==> config.mk <==
export PLATFORM = sky130hd
export DESIGN_NAME = serial_reg_wr
export DESIGN_NICKNAME = d
export VERILOG_FILES = /design/src/rtl/srw_pkg.sv /design/src/rtl/srw_unit_timer.sv /design/src/rtl/srw_shifter.sv /design/src/rtl/serial_reg_wr.sv
export SDC_FILE = /design/constraint.sdc
export NUM_CORES = 1
export LEC_CHECK = 0
export ABC_AREA = 0
export CAP_MARGIN = 20
export CORE_UTILIZATION = 39
export CTS_CLUSTER_SIZE = 30
export DETAILED_ROUTE_END_ITERATION = 16
export GPL_TIMING_DRIVEN = 0
export SLEW_MARGIN = 20
export SYNTH_ARGS = -nofsm -noshare
export SYNTH_HDL_FRONTEND = slang
export SYNTH_SLANG_ARGS = --single-unit
==> constraint.sdc <==
create_clock -name clk_i -period 3.4 [get_ports clk_i]
set_clock_uncertainty 0.15 [all_clocks]
set_input_delay 0.68 -clock clk_i [delete_from_list [all_inputs] [get_ports clk_i]]
set_output_delay 0.68 -clock clk_i [all_outputs]
set_load 0.05 [all_outputs]
==> src/rtl/srw_pkg.sv <==
package srw_pkg;
  localparam int FRAME_BITS = 24;
  localparam logic [7:0] CMD_INDEX = 8'h70;
  localparam logic [7:0] CMD_VALUE = 8'h72;

  typedef enum logic [2:0] {
    ST_IDLE, ST_LEAD, ST_SETUP, ST_BLO, ST_BHI, ST_GAP, ST_TAIL
  } srw_state_e;
endpackage

==> src/rtl/srw_unit_timer.sv <==
module srw_unit_timer #(
  parameter int TW = 8
) (
  input  logic          clk_i,
  input  logic          rst_ni,
  input  logic          load_i,
  input  logic [TW-1:0] len_i,
  output logic          zero_o
);
  logic [TW-1:0] cnt_q;

  always_ff @(posedge clk_i or negedge rst_ni) begin
    if (!rst_ni)             cnt_q <= '0;
    else if (load_i)         cnt_q <= len_i - 1'b1;
    else if (cnt_q != '0)    cnt_q <= cnt_q - 1'b1;
  end

  assign zero_o = (cnt_q == '0);

  AST_LOAD_LEN: assert property (@(posedge clk_i) disable iff (!rst_ni)
    load_i |-> len_i != '0);
endmodule

==> src/rtl/srw_shifter.sv <==
module srw_shifter #(
  parameter int NB = 24
) (
  input  logic          clk_i,
  input  logic          rst_ni,
  input  logic          load_i,
  input  logic [NB-1:0] frame_i,
  input  logic          shift_i,
  output logic          msb_o,
  output logic          last_o
);
  localparam int CW = $clog2(NB);

  logic [NB-1:0] sr_q;
  logic [CW-1:0] cnt_q;

  always_ff @(posedge clk_i or negedge rst_ni) begin
    if (!rst_ni) begin
      sr_q  <= '1;
      cnt_q <= '0;
    end else if (load_i) begin
      sr_q  <= frame_i;
      cnt_q <= '0;
    end else if (shift_i) begin
      sr_q  <= {sr_q[NB-2:0], 1'b1};
      cnt_q <= cnt_q + 1'b1;
    end
  end

  assign msb_o  = sr_q[NB-1];
  assign last_o = (cnt_q == CW'(NB-1));

  AST_BIT_RANGE: assert property (@(posedge clk_i) disable iff (!rst_ni)
    shift_i |-> cnt_q < CW'(NB-1));
endmodule

==> src/rtl/serial_reg_wr.sv <==
module serial_reg_wr
  import srw_pkg::*;
#(
  parameter int UNIT_CYCLES = 4,
  parameter int SETUP_UNITS = 10,
  parameter int GAP_UNITS   = 3
) (
  input  logic        clk_i,
  input  logic        rst_ni,
  input  logic        req_i,
  input  logic        idx_only_i,
  input  logic [15:0] idx_i,
  input  logic [15:0] val_i,
  output logic        busy_o,
  output logic        done_o,
  output logic        sclk_o,
  output logic        sdo_o,
  output logic        csn_o
);
  localparam int MAX_UNITS = (SETUP_UNITS > GAP_UNITS) ? SETUP_UNITS : GAP_UNITS;
  localparam int TW        = $clog2(MAX_UNITS * UNIT_CYCLES + 1) + 1;
  localparam logic [TW-1:0] LEN_ONE   = TW'(UNIT_CYCLES);
  localparam logic [TW-1:0] LEN_SETUP = TW'(SETUP_UNITS * UNIT_CYCLES);
  localparam logic [TW-1:0] LEN_GAP   = TW'(GAP_UNITS * UNIT_CYCLES);

  srw_state_e state_q, state_d;
  logic [15:0] val_q;
  logic        idx_only_q, second_q;
  logic        done_q;
  logic        tmr_zero, tmr_load;
  logic [TW-1:0] tmr_len;
  logic        sh_load, sh_shift, sh_msb, sh_last;
  logic [FRAME_BITS-1:0] frame_d;
  logic        done_d, take_req, start_second;

  always_comb begin
    state_d      = state_q;
    sh_load      = 1'b0;
    sh_shift     = 1'b0;
    frame_d      = {CMD_INDEX, idx_i};
    done_d       = 1'b0;
    take_req     = 1'b0;
    start_second = 1'b0;
    unique case (state_q)
      ST_IDLE: if (req_i) begin
        state_d  = ST_LEAD;
        sh_load  = 1'b1;
        take_req = 1'b1;
      end
      ST_LEAD:  if (tmr_zero) state_d = ST_SETUP;
      ST_SETUP: if (tmr_zero) state_d = ST_BLO;
      ST_BLO:   if (tmr_zero) state_d = ST_BHI;
      ST_BHI:   if (tmr_zero) state_d = ST_GAP;
      ST_GAP: if (tmr_zero) begin
        if (sh_last) state_d = ST_TAIL;
        else begin
          state_d  = ST_BLO;
          sh_shift = 1'b1;
        end
      end
      ST_TAIL: if (tmr_zero) begin
        if (!idx_only_q && !second_q) begin
          state_d      = ST_LEAD;
          sh_load      = 1'b1;
          frame_d      = {CMD_VALUE, val_q};
          start_second = 1'b1;
        end else begin
          state_d = ST_IDLE;
          done_d  = 1'b1;
        end
      end
      default: state_d = ST_IDLE;
    endcase
  end

  // Every state change reloads the phase timer for the state being entered.
  assign tmr_load = (state_d != state_q) && (state_d != ST_IDLE);

  always_comb begin
    unique case (state_d)
      ST_SETUP: tmr_len = LEN_SETUP;
      ST_GAP:   tmr_len = LEN_GAP;
      default:  tmr_len = LEN_ONE;
    endcase
  end

  always_ff @(posedge clk_i or negedge rst_ni) begin
    if (!rst_ni) begin
      state_q    <= ST_IDLE;
      val_q      <= '0;
      idx_only_q <= 1'b0;
      second_q   <= 1'b0;
      done_q     <= 1'b0;
    end else begin
      state_q <= state_d;
      done_q  <= done_d;
      if (take_req) begin
        val_q      <= val_i;
        idx_only_q <= idx_only_i;
        second_q   <= 1'b0;
      end else if (start_second) begin
        second_q <= 1'b1;
      end
    end
  end

  srw_unit_timer #(.TW(TW)) u_timer (
    .clk_i  (clk_i),
    .rst_ni (rst_ni),
    .load_i (tmr_load),
    .len_i  (tmr_len),
    .zero_o (tmr_zero)
  );

  srw_shifter #(.NB(FRAME_BITS)) u_shift (
    .clk_i   (clk_i),
    .rst_ni  (rst_ni),
    .load_i  (sh_load),
    .frame_i (frame_d),
    .shift_i (sh_shift),
    .msb_o   (sh_msb),
    .last_o  (sh_last)
  );

  assign busy_o = (state_q != ST_IDLE);
  assign done_o = done_q;
  assign csn_o  = (state_q == ST_IDLE) || (state_q == ST_LEAD) || (state_q == ST_TAIL);
  assign sclk_o = (state_q != ST_BLO);
  assign sdo_o  = ((state_q == ST_BLO) || (state_q == ST_BHI)) ? sh_msb : 1'b1;

  AST_DATA_HOLD: assert property (@(posedge clk_i) disable iff (!rst_ni)
    !sclk_o |=> $stable(sdo_o));
  AST_CLK_IN_FRAME: assert property (@(posedge clk_i) disable iff (!rst_ni)
    !sclk_o |-> !csn_o);
  AST_REQ_IGNORED: assert property (@(posedge clk_i) disable iff (!rst_ni)
    busy_o && req_i |=> $stable(val_q) && $stable(idx_only_q));
  AST_DONE_AT_END: assert property (@(posedge clk_i) disable iff (!rst_ni)
    done_o |-> !busy_o && $past(busy_o));
  AST_DONE_PULSE: assert property (@(posedge clk_i) disable iff (!rst_ni)
    done_o |=> !done_o);
endmodule

==> impl_metrics.tcl <==
set metrics [dict create \
    nNetsFinal 385 \
    ir_drop_uv 283.8 \
    synth_nets 329 \
    synth.distinct_cells 46 \
    synth-xor-area-share_pct 0.3041 \
    setup_violations 0 \
    worstMarginPinSlew_ns 0.5298 \
    crit_type "register to output pin" \
    muxShareOfSynthArea_pct 7.037 \
    synth_simple_gate_area_share_pct 19.85 \
    grt_pass1_wl_um 11780 \
    dp_cells 428 \
    crit_fanout 10 \
    routed_via_density 5.301 \
    synthArstFlopShare_pct 100.0 \
    start_kind "register" \
    remaining_drc_errors 0 \
    r2r-start "u_timer.cnt_q[1]" \
    die_h_um 87.94 \
    clkSlewWorstSetupHoldPaths_ns 0.07 \
    hpwl_um 4707 \
    cts_buffer_depth 2 \
    gp_congestion 0.8517 \
    holdBufCountCts 0 \
    yosys_warnings 0 \
    root_buffer "clkbuf_8" \
    grt_max_degree 35 \
    syn_to_final_growth_pct 28.19 \
    hp-class "input port to async pin" \
    drv_slew 0 \
    drive_gt1_share_pct 20.17 \
    power_uw 2955 \
    drt-pass1-iter-count 4 \
    status "complete, no violations" \
    synth_flop_cell "dfrtp_1" \
    die_w_um 87.94 \
    grt_usage_pct 20.15 \
    vias 2375 \
    synth_adder_area_share_pct 1.216 \
    numCtsBuffers 9 \
    syn_area_mm2 0.002880 \
    clk_latency_ns 0.33 \
    cp.required_ns 2.57 \
    max_freq_mhz 306.3 \
    antenna_found_initial 0 \
    start_util_pct 41.48 \
    ioPinCount 41 \
    p_leak_uw 0.001654 \
    maxCapViolations 0 \
    r2r_end "u_timer.cnt_q[6]" \
    drtAntennaViolNets 0 \
    port_buffers 40 \
    fin_cells 448 \
    grt_pass1_vias 2356 \
    std_cell_rows 30 \
    avgSynthCellArea_um2 9.898 \
    synth-compound-area-share_pct 16.55 \
    ys_ff_latch 58 \
    synth_enable_flop_cells 0 \
    critPathArrivalTime_ns 2.44 \
    nFillCells 645 \
    synth_top_family_by_area "simple AND/OR/NAND/NOR gates" \
    diodes 0 \
    cts_tree "done" \
    grt_setup_unrepaired "no" \
    htreeDepth 3 \
    die-area_mm2 0.007733 \
    core_mm2 0.006944 \
    end_kind "output pin" \
    seq_area_frac_synth_pct 51.43 \
    powerDensity_mw_per_mm2 800.2 \
    wl_per_cell_um 15.27 \
    wl_um 6841 \
    worst_r2r_path_depth 10 \
    grt_overflow 0 \
    timing_hold_violations_final 0 \
    slew_headroom_pct 64.68 \
    min_period_over_period_pct 96.03 \
    clock_sinks 58 \
    rrSetupSlack_ns 0.29 \
    drtIter0Drc 132 \
    period_minus_slack_ns 3.265 \
    synth_cells 291 \
]
-- registers in the layout, summed over array words and instances (netlist names) --
signal	count
u_shift.sr_q	24
val_q	16
u_timer.cnt_q	7
u_shift.cnt_q	5
state_q	3
done_o	1
idx_only_q	1
second_q	1
-- layout by cell type (no fill, tap or decap), types with 3 or more instances in the layout --
master	synthesis	layout
clkdlybuf4s50_1	0	39
a31oi_1	15	15
clkbuf_1	10	10
o21ai_0	8	8
a21oi_1	7	7
clkbuf_8	0	12
dfrtp_1	34	34
nor2_1	11	11
inv_1	3	3
or3_1	5	5
buf_2	11	11
a22oi_1	13	13
buf_4	0	5
mux2_4	4	4
a211oi_1	14	14
mux2i_1	12	12
nand2_1	62	62
nand3_1	16	16
dfstp_2	24	24
-- where the power goes --
group	internal, µW	switching, µW
sequential	1010	171
clock	471	277
combinational	449	580
total	1930	1030
-- metal layers --
metal | routed length, µm | GRT usage (%)
met3 | 346 | 4.147
met1 | 3335 | 28.78
met2 | 3130 | 30.30
met4 | 28 | 7.154
met5 | 0 | 0
-- worst max-delay path by stage --
| stage | start | endpoint | cells past startpoint |
|---|---|---|---|
| after floorplan | state_q[1] | u_timer.cnt_q[6] | 10 |
| after global placement | rst_ni | val_q[10] | 1 |
| after detailed placement | req_i | u_timer.cnt_q[6] | 10 |
| after CTS | u_timer.cnt_q[0] | u_timer.cnt_q[6] | 10 |
| after global routing | state_q[2] | sdo_o | 4 |
| final | state_q[2] | sdo_o | 4 |
-- through the flow --
stage | util, % | setup TNS (ns) | area (µm²) | setup slack, ns | hold WS, ns
floorplan | - | 0 | 2880 | 0.4128 | 0.2344
global placement | 48.97 | -14.05 | 3401 | -0.4161 | 0.3092
detailed placement | 49.23 | 0 | 3418 | 0.1175 | 0.3129
CTS | 52.65 | 0 | 3656 | 0.1274 | 0.09690
global route | 53.17 | 0 | 3692 | 0.02851 | 0.1052
finish | 53.17 | 0 | 3692 | 0.1349 | 0.09711
-- kinds of logic (layout without fill, tap and decap cells) --
logic type               Yosys count  count (layout)
adder cells (fa/ha/maj)            3               3
multiplexers                      18              18
buffers and inverters             24              85
flip-flops                        58              58
AO/OA/AOI/OAI                     70              70
XOR/XNOR                           1               1
AND/OR/NAND/NOR                  117             117
-- critical path, cell delays in order, from the launching register on --
cell and delay [ns]:
dfrtp_1 0.39, clkbuf_1 0.33, or3b_2 0.51, a21o_1 0.19, clkdlybuf4s50_1 0.69
-- repair_timing --
| action | 4_1_cts | 5_1_grt |
|---|---|---|
| setup buffers | 0 | 4 |
| endpoints found under the setup margin | 0 | 2 |
| resized for setup | 0 | 1 |
| hold endpoints to repair | 0 | 0 |
-- layout make-up --
cell class | instances | area [µm²] | area share [%]
inverters | 3 | 11.26 | 0.3050
plain buffers | 21 | 92.59 | 2.508
clock inverters | 4 | 72.57 | 1.965
clock buffers | 12 | 165.2 | 4.473
multi-input cells | 209 | 1301 | 35.24
flip-flops and latches | 58 | 1481 | 40.12
repair buffers | 45 | 447.9 | 12.13
well taps | 96 | 120.1 | 3.253
-- cells in the mapped netlist, drive strengths merged (5+ instances only) --
master	count	area (µm²)
a211oi	14	105.1
a21oi	7	35.03
a22oi	13	97.59
a31oi	15	93.84
buf	11	55.05
clkbuf	10	37.54
dfrtp	34	850.8
dfstp	24	630.6
mux2	6	82.58
mux2i	12	120.1
nand2	62	232.7
nand3	16	80.08
nor2	12	47.55
o21ai	8	40.04
or3	5	31.28
(Power assumes the default switching activity.)
